===== config.mk =====
export PLATFORM = sky130hd
export DESIGN_NAME = ureg_lock_top
export DESIGN_NICKNAME = d
export VERILOG_FILES = /design/src/rtl/ureg_pkg.sv /design/src/rtl/ureg_decode.sv /design/src/rtl/ureg_field.sv /design/src/rtl/ureg_idgate.sv /design/src/rtl/ureg_lock_top.sv
export SDC_FILE = /design/constraint.sdc
export NUM_CORES = 1
export LEC_CHECK = 0
export BUFFER_PORTS_ARGS = -buffer_cell sky130_fd_sc_hd__buf_2
export CORE_UTILIZATION = 45
export DETAILED_ROUTE_END_ITERATION = 10
export GPL_ROUTABILITY_DRIVEN = 0
export PLACE_DENSITY_LB_ADDON = 0.25
export SETUP_SLACK_MARGIN = 0.2
export SLEW_MARGIN = 20
export SYNTH_ARGS = -nofsm -noshare
export SYNTH_HDL_FRONTEND = slang
export SYNTH_HIERARCHICAL = 1
export SYNTH_SLANG_ARGS = --single-unit

===== constraint.sdc =====
create_clock -name clk -period 1.7 [get_ports clk]
set_clock_uncertainty 0.15 [all_clocks]
set_input_delay 0.085 -clock clk [delete_from_list [all_inputs] [get_ports clk]]
set_output_delay 0.085 -clock clk [all_outputs]
set_load 0.005 [all_outputs]

===== src/rtl/ureg_pkg.sv =====
package ureg_pkg;
  localparam int DW   = 8;
  localparam int AW   = 4;
  localparam int NREG = 9;

  localparam logic [AW-1:0] ADR_DIVLO = 4'd0;
  localparam logic [AW-1:0] ADR_DIVHI = 4'd1;
  localparam logic [AW-1:0] ADR_FEAT  = 4'd6;
  localparam logic [AW-1:0] ADR_ID    = 4'd9;
  localparam logic [AW-1:0] ADR_REV   = 4'd10;

  localparam int FEAT_IDX   = 6;
  localparam int UNLOCK_BIT = 4;

  localparam logic [DW-1:0] ID_CODE  = 8'h04;
  localparam logic [DW-1:0] REV_CODE = 8'h01;

  // lockable bit groups per register index
  function automatic logic [DW-1:0] lock_mask(input int idx);
    case (idx)
      2:       lock_mask = 8'hF0;
      3:       lock_mask = 8'h30;
      4:       lock_mask = 8'h30;
      5:       lock_mask = 8'hE0;
      7:       lock_mask = 8'hFF;
      8:       lock_mask = 8'hFF;
      default: lock_mask = 8'h00;
    endcase
  endfunction
endpackage


===== src/rtl/ureg_decode.sv =====
module ureg_decode #(
  parameter int AW   = 4,
  parameter int NREG = 9
) (
  input  logic            clk,
  input  logic            rst,
  input  logic            wr_en,
  input  logic [AW-1:0]   addr,
  output logic [NREG-1:0] wr_sel
);
  always_comb begin
    wr_sel = '0;
    for (int i = 0; i < NREG; i++) begin
      if (wr_en && (addr == AW'(i))) wr_sel[i] = 1'b1;
    end
  end


  wr_sel_onehot_chk: assert property (@(posedge clk) disable iff (rst)
    $onehot0(wr_sel));


  wr_sel_range_chk: assert property (@(posedge clk) disable iff (rst)
    (!wr_en || (int'(addr) >= NREG)) |-> (wr_sel == '0));
endmodule


===== src/rtl/ureg_field.sv =====
module ureg_field #(
  parameter int          W     = 8,
  parameter logic [W-1:0] PMASK = '0
) (
  input  logic         clk,
  input  logic         rst,
  input  logic         we,
  input  logic         unlock,
  input  logic [W-1:0] wd,
  output logic [W-1:0] q
);
  logic [W-1:0] prot_nxt;

  always_comb prot_nxt = unlock ? wd : q;

  always_ff @(posedge clk) begin
    if (rst)     q <= '0;
    else if (we) q <= (wd & ~PMASK) | (prot_nxt & PMASK);
  end


  field_reset_chk: assert property (@(posedge clk) disable iff (rst)
    $past(rst) |-> (q == '0));


  legacy_write_chk: assert property (@(posedge clk) disable iff (rst)
    we |=> ((q & ~PMASK) == ($past(wd) & ~PMASK)));


  unlocked_write_chk: assert property (@(posedge clk) disable iff (rst)
    (we && unlock) |=> ((q & PMASK) == ($past(wd) & PMASK)));


  locked_hold_chk: assert property (@(posedge clk) disable iff (rst)
    (we && !unlock) |=> ((q & PMASK) == ($past(q) & PMASK)));


  idle_hold_chk: assert property (@(posedge clk) disable iff (rst)
    !we |=> $stable(q));
endmodule


===== src/rtl/ureg_idgate.sv =====
module ureg_idgate #(
  parameter int            DW       = 8,
  parameter int            AW       = 4,
  parameter logic [AW-1:0] A_ID     = 4'd9,
  parameter logic [AW-1:0] A_REV    = 4'd10,
  parameter logic [DW-1:0] ID_VAL   = 8'h04,
  parameter logic [DW-1:0] REV_VAL  = 8'h01
) (
  input  logic [AW-1:0] addr,
  input  logic [DW-1:0] div_lo,
  input  logic [DW-1:0] div_hi,
  output logic          hit,
  output logic [DW-1:0] val
);
  logic div_zero;

  always_comb begin
    div_zero = (div_lo == '0) && (div_hi == '0);
    hit      = (addr == A_ID) || (addr == A_REV);
    if (!div_zero)          val = '0;
    else if (addr == A_ID)  val = ID_VAL;
    else if (addr == A_REV) val = REV_VAL;
    else                    val = '0;
  end
endmodule


===== src/rtl/ureg_lock_top.sv =====
module ureg_lock_top
  import ureg_pkg::*;
(
  input  logic          clk,
  input  logic          rst,
  input  logic          wr_en,
  input  logic [AW-1:0] addr,
  input  logic [DW-1:0] wr_data,
  output logic [DW-1:0] rd_data
);
  logic [NREG-1:0] wr_sel;
  logic [DW-1:0]   regq [NREG];
  logic            unlock;
  logic            id_hit;
  logic [DW-1:0]   id_val;
  logic [DW-1:0]   rd_nxt;

  ureg_decode #(.AW(AW), .NREG(NREG)) i_dec (
    .clk(clk), .rst(rst), .wr_en(wr_en), .addr(addr), .wr_sel(wr_sel)
  );

  assign unlock = regq[FEAT_IDX][UNLOCK_BIT];

  for (genvar g = 0; g < NREG; g++) begin : g_reg
    ureg_field #(.W(DW), .PMASK(lock_mask(g))) i_fld (
      .clk(clk), .rst(rst), .we(wr_sel[g]), .unlock(unlock),
      .wd(wr_data), .q(regq[g])
    );
  end

  ureg_idgate #(
    .DW(DW), .AW(AW), .A_ID(ADR_ID), .A_REV(ADR_REV),
    .ID_VAL(ID_CODE), .REV_VAL(REV_CODE)
  ) i_id (
    .addr(addr), .div_lo(regq[0]), .div_hi(regq[1]),
    .hit(id_hit), .val(id_val)
  );

  always_comb begin
    rd_nxt = '0;
    for (int i = 0; i < NREG; i++) begin
      if (addr == AW'(i)) rd_nxt = regq[i];
    end
    if (id_hit) rd_nxt = id_val;
  end

  always_ff @(posedge clk) begin
    if (rst) rd_data <= '0;
    else     rd_data <= rd_nxt;
  end


  rd_reset_chk: assert property (@(posedge clk) disable iff (rst)
    $past(rst) |-> (rd_data == '0));


  id_visible_chk: assert property (@(posedge clk) disable iff (rst)
    ((addr == ADR_ID) && (regq[0] == '0) && (regq[1] == '0)) |=> (rd_data == ID_CODE));


  rev_visible_chk: assert property (@(posedge clk) disable iff (rst)
    ((addr == ADR_REV) && (regq[0] == '0) && (regq[1] == '0)) |=> (rd_data == REV_CODE));


  id_hidden_chk: assert property (@(posedge clk) disable iff (rst)
    (id_hit && ((regq[0] | regq[1]) != '0)) |=> (rd_data == '0));


  feat_write_chk: assert property (@(posedge clk) disable iff (rst)
    (wr_en && (addr == ADR_FEAT)) |=> (regq[FEAT_IDX] == $past(wr_data)));
endmodule


# Word level (Yosys, flattened, before mapping)

Index checks and enable logic that the tools add are counted.

Bitwise operators: 4
Equal/unequal tests: 10
Reduce and logical (&&, ||, !) cells: 16
Muxes and demuxes: 26

Operators by type and width:

| operator                                                         | number |
|---|---|
| 8-bit two-way mux                                                | 14 |
| 4-bit by 3-bit == test with 1-bit output (second input constant) | 4 |
| 8-bit logical NOT                                                | 2 |
| 8-bit by 6-bit bitwise OR with 8-bit output                      | 2 |
| 4-bit == test (second input constant)                            | 3 |
| 6-bit two-way mux                                                | 2 |
| 1-bit logical AND                                                | 10 |
| 1-bit two-way mux                                                | 10 |
| 4-bit by 2-bit == test with 1-bit output (second input constant) | 2 |
| 4-bit by 8-bit bitwise OR with 8-bit output                      | 1 |
| 5-bit by 8-bit bitwise OR with 8-bit output                      | 1 |
| 4-bit by 1-bit == test with 1-bit output (second input constant) | 1 |
| 4-bit logical NOT                                                | 1 |
| 2-bit AND reduction                                              | 2 |
| 1-bit logical OR                                                 | 1 |

Output and inout port bits: 8
Register bits: 80
Bits of input ports: 15
Logic and storage cells: 66

# Longest topological paths before layout

Gate-level depths: netlist of the first run.

Depth after elaboration: 11
Mapped depth: 8
Gate-level depth less buffers: 7

# By module

Netlist of the first run, hierarchy kept.

Modules (own cells, without submodules):

| module                           | area each (um^2) | sequential area each (um^2) | cells an instance | instances |
|---|---|---|---|---|
| ureg_lock_top                    | 1126.1           | 160.2                       | 151               | 1 |
| ureg_field at g_reg[0].i_fld ... | 285.3            | 160.2                       | 26                | 3 |
| ureg_field at g_reg[7].i_fld ... | 366.6            | 160.2                       | 37                | 2 |
| ureg_field at g_reg[3].i_fld ... | 305.3            | 160.2                       | 28                | 2 |
| ureg_field at g_reg[2].i_fld     | 329.1            | 160.2                       | 31                | 1 |
| ureg_field at g_reg[5].i_fld     | 311.5            | 160.2                       | 29                | 1 |
| ureg_idgate                      | 127.6            | 0.0                         | 18                | 1 |
| ureg_decode                      | 80.1             | 0.0                         | 15                | 1 |

# Worst setup path before layout of the first run

OpenSTA, ideal clock, no wires.

Path kind: input-to-reg
Start: input addr[1]
End: register rd_data[5]
Stages: 7
Slack: 230 ps
Setup time: 130 ps
Buffers on the path: 1
Arrival: 1190 ps
Required time: 1420 ps
Path through: xnor2_1 nor3b_1 clkbuf_1 inv_1 o221a_2 o221ai_1 o211ai_1

Elaborated cells on any way between the ends: 22
Those cells by class: 10 x eq/ne; 10 x mux; 2 x reduce/logical

RTL lines:

| element              | RTL line            | source |
|---|---|---|
| start, declared      | ureg_lock_top.sv:7  | `input logic [AW-1:0] addr,` |
| 4-bit == test        | ureg_idgate.sv:19   | `hit = (addr == A_ID) \|\| (addr == A_REV);` |
| 1-bit logical OR *   | ureg_idgate.sv:19   |  |
| named net id_hit     | ureg_lock_top.sv:14 | `logic id_hit;` |
| 8-bit two-way mux *  | ureg_lock_top.sv:44 | `if (id_hit) rd_nxt = id_val;` |
| end signal, assigned | ureg_lock_top.sv:49 | `else rd_data <= rd_nxt;` |
| end, declared        | ureg_lock_top.sv:9  | `output logic [DW-1:0] rd_data` |

The timed path passes the listed nets; every way through them passes the cells marked *.
A chain may end at the register's enable or synchronous reset.

# Worst setup path in the final report of the first run

Start: register g_reg[0].i_fld.q[3]
End: register rd_data[2]

Longest elaborated chain between the ends: 4

RTL lines:

| element                | RTL line            | source |
|---|---|---|
| start, declared        | ureg_field.sv:10    | `output logic [W-1:0] q` |
| start signal, assigned | ureg_field.sv:18    | `else if (we) q <= (wd & ~PMASK) \| (prot_nxt & PMASK);` |
| 8-bit logical NOT      | ureg_idgate.sv:18   | `div_zero = (div_lo == '0) && (div_hi == '0);` |
| 1-bit logical AND      | ureg_idgate.sv:18   |  |
| 8-bit two-way mux      | ureg_idgate.sv:20   | `if (!div_zero) val = '0;` |
| named net id_val[2]    | ureg_lock_top.sv:15 | `logic [DW-1:0] id_val;` |
| 8-bit two-way mux      | ureg_lock_top.sv:44 |  |

The timed path passes the listed nets, and every way through them passes these cells.

==> run_results.csv, run 1 <==
group,metric,value,unit
clock_tree,clock_sinks,80,
cells_and_area,stdcell_count,604,
timing,finalSetupViolations,0,
global_routing,grt_pass1_vias,3388,
detailed_routing,routed_wl,10.9,mm
timing,post-route-min-period,1.67,ns
logic_synthesis,synthDistinctLibCells,53,
critical_path,critPathMaxFanout,2,
cells_and_area,multi_input_area,2300,µm²
critical_path,cp_slowest_cell,"dfxtp_1",
logic_synthesis,synth-main-ff-cell,"dfxtp_1",
detailed_routing,wl_per_cell,18.1,µm
detailed_routing,drc,1,
clock_tree,root_buffer,"clkbuf_8",
clock_tree,numCtsBuffers,9,
logic_synthesis,seq_area_frac_synth,38.4,%
cells_and_area,finish.instance_area,4760,µm²
min_path,min_path_type,"input pin to flip-flop",
cells_and_area,insertedDiodeCount,0,
critical_path,required,1.85,ns
placed_design,dp_cells,581,
cells_and_area,final_cell_mix,"dfxtp_1, nor2_1, mux2i_1, buf_4, nand3_1",
die,core_area,8850,µm²
placed_design,port_buffers,22,
global_routing,antenna_found_initial,0,
detailed_routing,drtIter0Drc,203,
logic_synthesis,synth_enable_flop_cells,0,
placed_design,dpl.hpwl,7.58,mm
timing,rsz0062_at_grt,"yes",
logic_synthesis,syn_area,4170,µm²
cells_and_area,final_common_cell,"dfxtp_1",
clock_tree,htree_levels,3,
logic_synthesis,ys.warnings.count,6,
die,die_x,98.3,µm
global_routing,grt_max_degree,31,
detailed_routing,route.vias.total,3378,
die,ioPinCount,23,
placed_design,postPlaceCellArea,4430,µm²
power,power_density,795,nW/µm²
clock_tree,cts_tree,"built",
timing,hold_ws,0.177,ns
power,p_leak,1.76,nW
die,initial_core_util,47.2,%
logic_synthesis,syn_area_per_cell,9.23,µm²
clock_tree,worstSkewPairLatency,0.36,ns
detailed_routing,vias_per_cell,5.59,
detailed_routing,ant_nets,0,
critical_path,critPathCaptureType,"flip-flop",
global_routing,globalRouteOverflowTotal,0,
cells_and_area,syn_to_final_growth,14.1,%
die,fp-row-count,34,
timing,slew_viol_final,0,
critical_path,slowest_delay,0.35,ns
die,fp.dieH,98.3,µm
clock_tree,cts.reportedPaths.clkPinSlew,0.09,ns
job,cap_violations,0,
critical_path,startpoint_type,"flip-flop",
cells_and_area,seq_area,1610,µm²
timing,period_share,98.3,%
logic_synthesis,async_reset_ff_share,0,%
clock_tree,clk_path_buf_depth,2,
global_routing,grt_pass1_wl,17.7,mm
logic_synthesis,syn_inst,452,
logic_synthesis,synth-seq-cells,80,
cells_and_area,utilization,53.8,%
run_status,violations,"DRC",
timing,hold_viol_final,0,
cells_and_area,drive_gt1_share,22.8,%
timing,fmax,0.598,GHz
run_status,outcome,"finished, violations left",
cells_and_area,fin_nets,509,
critical_path,crit_type,"flip-flop to flip-flop",
cells_and_area,fill_cells,838,
critical_path,cp.arrival,1.82,ns
die,die-area,9660,µm²
power,vdd_ir_drop_max,379,µV
detailed_routing,firstDrtPassIters,9,
global_routing,grt_use_total,23.9,%
critical_path,path_cells,"nor4_4 > nand4b_1 > buf_4 > nor4b_2 > nand2_1 > o21ai_1 > o311a_1",
power,total_power,3.79,mW
==> routing by layer <==
metal	global-route usage, %	share of wire, %
met5	0	0
met2	39.6	49
met3	3.15	3.1
met1	30.8	47
met4	11.3	1.5
==> logic make-up after synthesis <==
kind of cell | share of synthesized area (%)
AND/OR/NAND/NOR | 18.7
flip-flops | 38.4
buffers and inverters | 8.00
AO/OA/AOI/OAI | 19.7
XOR/XNOR | 0.210
other | 0.0898
multiplexers | 15.0
==> worst max-delay path, delay by kind of cell (launching register included) <==
kind | cells | cell delay [ns]
AO/OA/AOI/OAI | 2 | 0.23
buffers and inverters | 1 | 0.18
flip-flops | 1 | 0.35
AND/OR/NAND/NOR | 4 | 0.73
==> metrics by stage <==
step                setup WS [ns]  setup TNS, ns
detailed placement        -0.0638         -0.248
global placement          -0.0690         -0.177
global route               -0.122         -0.214
CTS                        0.0304              0
finish                     0.0285              0
floorplan                   0.230              0
==> synthesized netlist by cell type (all sizes together), types with 2 or more instances <==
| cell type | count | area, µm² |
|---|---|---|
| a21bo | 27 | 270 |
| clkbuf | 7 | 26.3 |
| a21oi | 33 | 195 |
| nor3 | 6 | 35.0 |
| o22ai | 6 | 37.5 |
| inv | 6 | 22.5 |
| nand3b | 3 | 22.5 |
| nand3 | 28 | 140 |
| a211oi | 3 | 22.5 |
| a22oi | 3 | 22.5 |
| dfxtp | 80 | 1600 |
| nor2b | 8 | 50.1 |
| nand2 | 26 | 97.6 |
| mux4 | 3 | 67.6 |
| nor4 | 7 | 43.8 |
| a21boi | 2 | 15.0 |
| or3b | 2 | 17.5 |
| nor4b | 2 | 23.8 |
| o311a | 3 | 30.0 |
| nor2 | 55 | 206 |
| o221ai | 3 | 50.1 |
| nand2b | 12 | 75.1 |
| mux2i | 49 | 490 |
| o21ai | 13 | 65.1 |
| nor3b | 2 | 15.0 |
| o311ai | 3 | 26.3 |
| a2111o | 3 | 33.8 |
| mux2 | 6 | 67.6 |
| buf | 37 | 285 |
| nand4b | 2 | 17.5 |
==> area by class of cell <==
type / instances / share of cell area (%)
sequential: 80 / 33.7
timing repair buffer: 70 / 10.6
clock inverter: 4 / 1.52
tap: 108 / 2.84
multi-input combinational: 327 / 48.2
inverter: 6 / 0.473
clock buffer: 9 / 2.60
==> timing repair <==
| action | in CTS | in global routing |
|---|---|---|
| hold endpoints to repair | 51 | 0 |
| setup endpoints to repair | 2 | 4 |
| hold buffers | 9 | 0 |
| resized for setup | 6 | 5 |
| pin swaps | 3 | 2 |
| setup buffers | 0 | 1 |
==> report_power, final <==
part           total [mW]  leakage, nW  switching [mW]  internal (mW)
registers            1.91        0.648          0.0157           1.90
clock network        1.49       0.0970           0.686          0.801
logic               0.390         1.02           0.234          0.156
total                3.79         1.76           0.935           2.85
==> final timing paths <==
check                                    startpoint                   to  slack (ns)  cells after the start
worst max-delay path            g_reg[0].i_fld/q[3]           rd_data[2]        0.03                      7
worst min-delay path                          wr_en  g_reg[8].i_fld/q[7]        0.18                      6
worst max register to register  g_reg[0].i_fld/q[3]           rd_data[2]        0.03                      7
worst min register to register  g_reg[5].i_fld/q[3]  g_reg[5].i_fld/q[3]        0.35                      2
No activity file was read; power rests on OpenSTA's default activity.
==> run 2: changes to the inputs <==
--- a/config.mk
+++ b/config.mk
@@ -6,7 +6,10 @@
 export NUM_CORES = 1
 export LEC_CHECK = 0
 export BUFFER_PORTS_ARGS = -buffer_cell sky130_fd_sc_hd__buf_2
+export CELL_PAD_IN_SITES_DETAIL_PLACEMENT = 1
+export CELL_PAD_IN_SITES_GLOBAL_PLACEMENT = 1
 export CORE_UTILIZATION = 45
+export CTS_BUF_LIST = sky130_fd_sc_hd__clkbuf_8
 export DETAILED_ROUTE_END_ITERATION = 10
 export GPL_ROUTABILITY_DRIVEN = 0
 export PLACE_DENSITY_LB_ADDON = 0.25
==> run 2 against run 1 <==
Effect of this change:
- the run still ends with DRC left
- critical path depth stayed put
- register-to-register slack about the same
- largest cell class unchanged
- largest power group unchanged
- maximum frequency barely moved
- worst setup slack got worse by 0.00070 ns
==> run_results.csv, run 2 (synthesis results as in run 1) <==
group,metric,value,unit
run_status,outcome,"finished, violations left",
run_status,violations,"DRC",
timing,period_share,98.4,%
global_routing,grt_use_total,27.2,%
die,initial_core_util,47.2,%
power,vdd_ir_drop_max,576,µV
critical_path,crit_type,"flip-flop to flip-flop",
clock_tree,htree_levels,3,
detailed_routing,ant_nets,0,
job,cap_violations,0,
power,p_leak,1.83,nW
placed_design,dpl.hpwl,8.59,mm
cells_and_area,insertedDiodeCount,0,
detailed_routing,drc,3,
clock_tree,clk_path_buf_depth,2,
placed_design,port_buffers,22,
cells_and_area,syn_to_final_growth,17.4,%
power,power_frac_clock,40.0,%
detailed_routing,routed_wl,12.6,mm
global_routing,grt_pass1_vias,3815,
timing,hold_ws,0.151,ns
detailed_routing,wl_per_cell,20.6,µm
critical_path,startpoint_type,"flip-flop",
power,pwr-share-seq,49.0,%
placed_design,dp_cells,588,
critical_path,cp.arrival,1.78,ns
detailed_routing,vias_per_cell,5.81,
detailed_routing,firstDrtPassIters,7,
global_routing,grt_pass1_wl,20.1,mm
clock_tree,cts.reportedPaths.clkPinSlew,0.08,ns
critical_path,required,1.81,ns
timing,rsz0062_at_grt,"yes",
timing,hold_viol_final,0,
die,core_area,8850,µm²
cells_and_area,final_cell_mix,"dfxtp_1, nor2_1, mux2i_1, buf_4, nand3_1",
clock_tree,worstSkewPairLatency,0.36,ns
clock_tree,root_buffer,"clkbuf_8",
global_routing,antenna_found_initial,0,
detailed_routing,drtIter0Drc,119,
cells_and_area,stdcell_count,614,
min_path,min_path_type,"input pin to flip-flop",
power,p_comb_share,11.0,%
die,ioPinCount,23,
timing,post-route-min-period,1.67,ns
timing,finalSetupViolations,0,
cells_and_area,fin_nets,516,
timing,slew_viol_final,0,
die,fp.dieH,98.3,µm
global_routing,grt_max_degree,67,
power,swShare,25.7,%
power,power.internal,2.90,mW
power,p_sw,1.00,mW
timing,finalSetupTns,0,ns
cells_and_area,drive_gt1_share,25.7,%
die,die-area,9660,µm²
detailed_routing,route.vias.total,3567,
clock_tree,numCtsBuffers,9,
clock_tree,cts_tree,"built",
die,fp-row-count,34,
critical_path,critPathMaxFanout,2,
die,die_x,98.3,µm
power,power_density,796,nW/µm²
critical_path,critPathCaptureType,"flip-flop",
timing,fmax,0.598,GHz
global_routing,globalRouteOverflowTotal,0,
cells_and_area,final_common_cell,"dfxtp_1",
clock_tree,clock_sinks,80,
run 2: cell count changes in the layout (fill, tap and decap cells not counted), moves of 2 or more:
cell,change
a22oi_1,-2
a22oi_2,+2
dfxtp_2,+3
inv_6,+2
buf_4,+5
dfxtp_1,-3
buf_12,+2
run 2: routing by layer:
metal  global-route usage [%]  vias to the layer above  wire length, µm  part of all wire [%]
li1                         -                     1694                -                     -
met4                     8.61                        0              363                   2.9
met5                        0                        -                0                     0
met3                     5.51                       23              456                   3.6
met1                     33.1                     1774             5610                    44
met2                     48.1                       76             6200                    49
run 2: path summary, 6_finish.rpt:
path | slack (ns) | cells past startpoint | from | end
max | 0.03 | 7 | g_reg[0].i_fld/q[3] | rd_data[0]
min | 0.15 | 5 | addr[1] | g_reg[8].i_fld/q[1]
max reg2reg | 0.03 | 7 | g_reg[0].i_fld/q[3] | rd_data[0]
min reg2reg | 0.35 | 2 | g_reg[5].i_fld/q[3] | g_reg[5].i_fld/q[3]
run 2: power by group through the flow:
| stage | logic, mW | registers, mW | clock network [mW] |
|---|---|---|---|
| 3_3_place_gp | 0.382 | 1.95 | 0 |
| 3_5_place_dp | 0.393 | 1.95 | 0 |
| 4_1_cts | 0.415 | 1.91 | 1.59 |
| 2_1_floorplan | 0.221 | 1.95 | 0 |
| 6_report | 0.427 | 1.91 | 1.56 |
| 5_1_grt | 0.457 | 1.91 | 1.66 |
run 2: area by class of cell:
class                   instances  area (µm²)
multi-input cells             327        2330
fillers                      1028        3950
repair buffers                 77         583
well taps                     108         135
flip-flops and latches         80        1610
clock inverters                 7        93.8
clock buffers                   9         124
inverters                       6        22.5
run 2: stage by stage:
stage          power, mW  worst slack, ns  cell area (µm²)  util [%]
6_report            3.90           0.0278             4900      55.4
5_1_grt             4.03          -0.0987             4900      55.4
4_1_cts             3.91           0.0882             4860      55.0
3_5_place_dp        2.35          -0.0920             4510      51.0
3_3_place_gp        2.33          -0.0717             4510      51.0
2_1_floorplan       2.17            0.230             4190         -
run 2: worst max-delay path, stage by stage, from the launching register on:
cell      delay, ns
dfxtp_2        0.34
nor4_4         0.29
nand4b_1       0.19
nor4_2         0.27
nand2_1        0.09
o21ai_0        0.08
nand2_1        0.08
o311ai_1       0.08
run 2: repair_timing:
| item | in CTS | in global routing |
|---|---|---|
| resized for setup | 8 | 9 |
| hold buffers | 9 | 0 |
| hold endpoints to repair | 35 | 0 |
| buffers inserted | 1 | 0 |
| pin swaps | 3 | 5 |
| gates cloned | 0 | 0 |
| endpoints found under the setup margin | 3 | 5 |
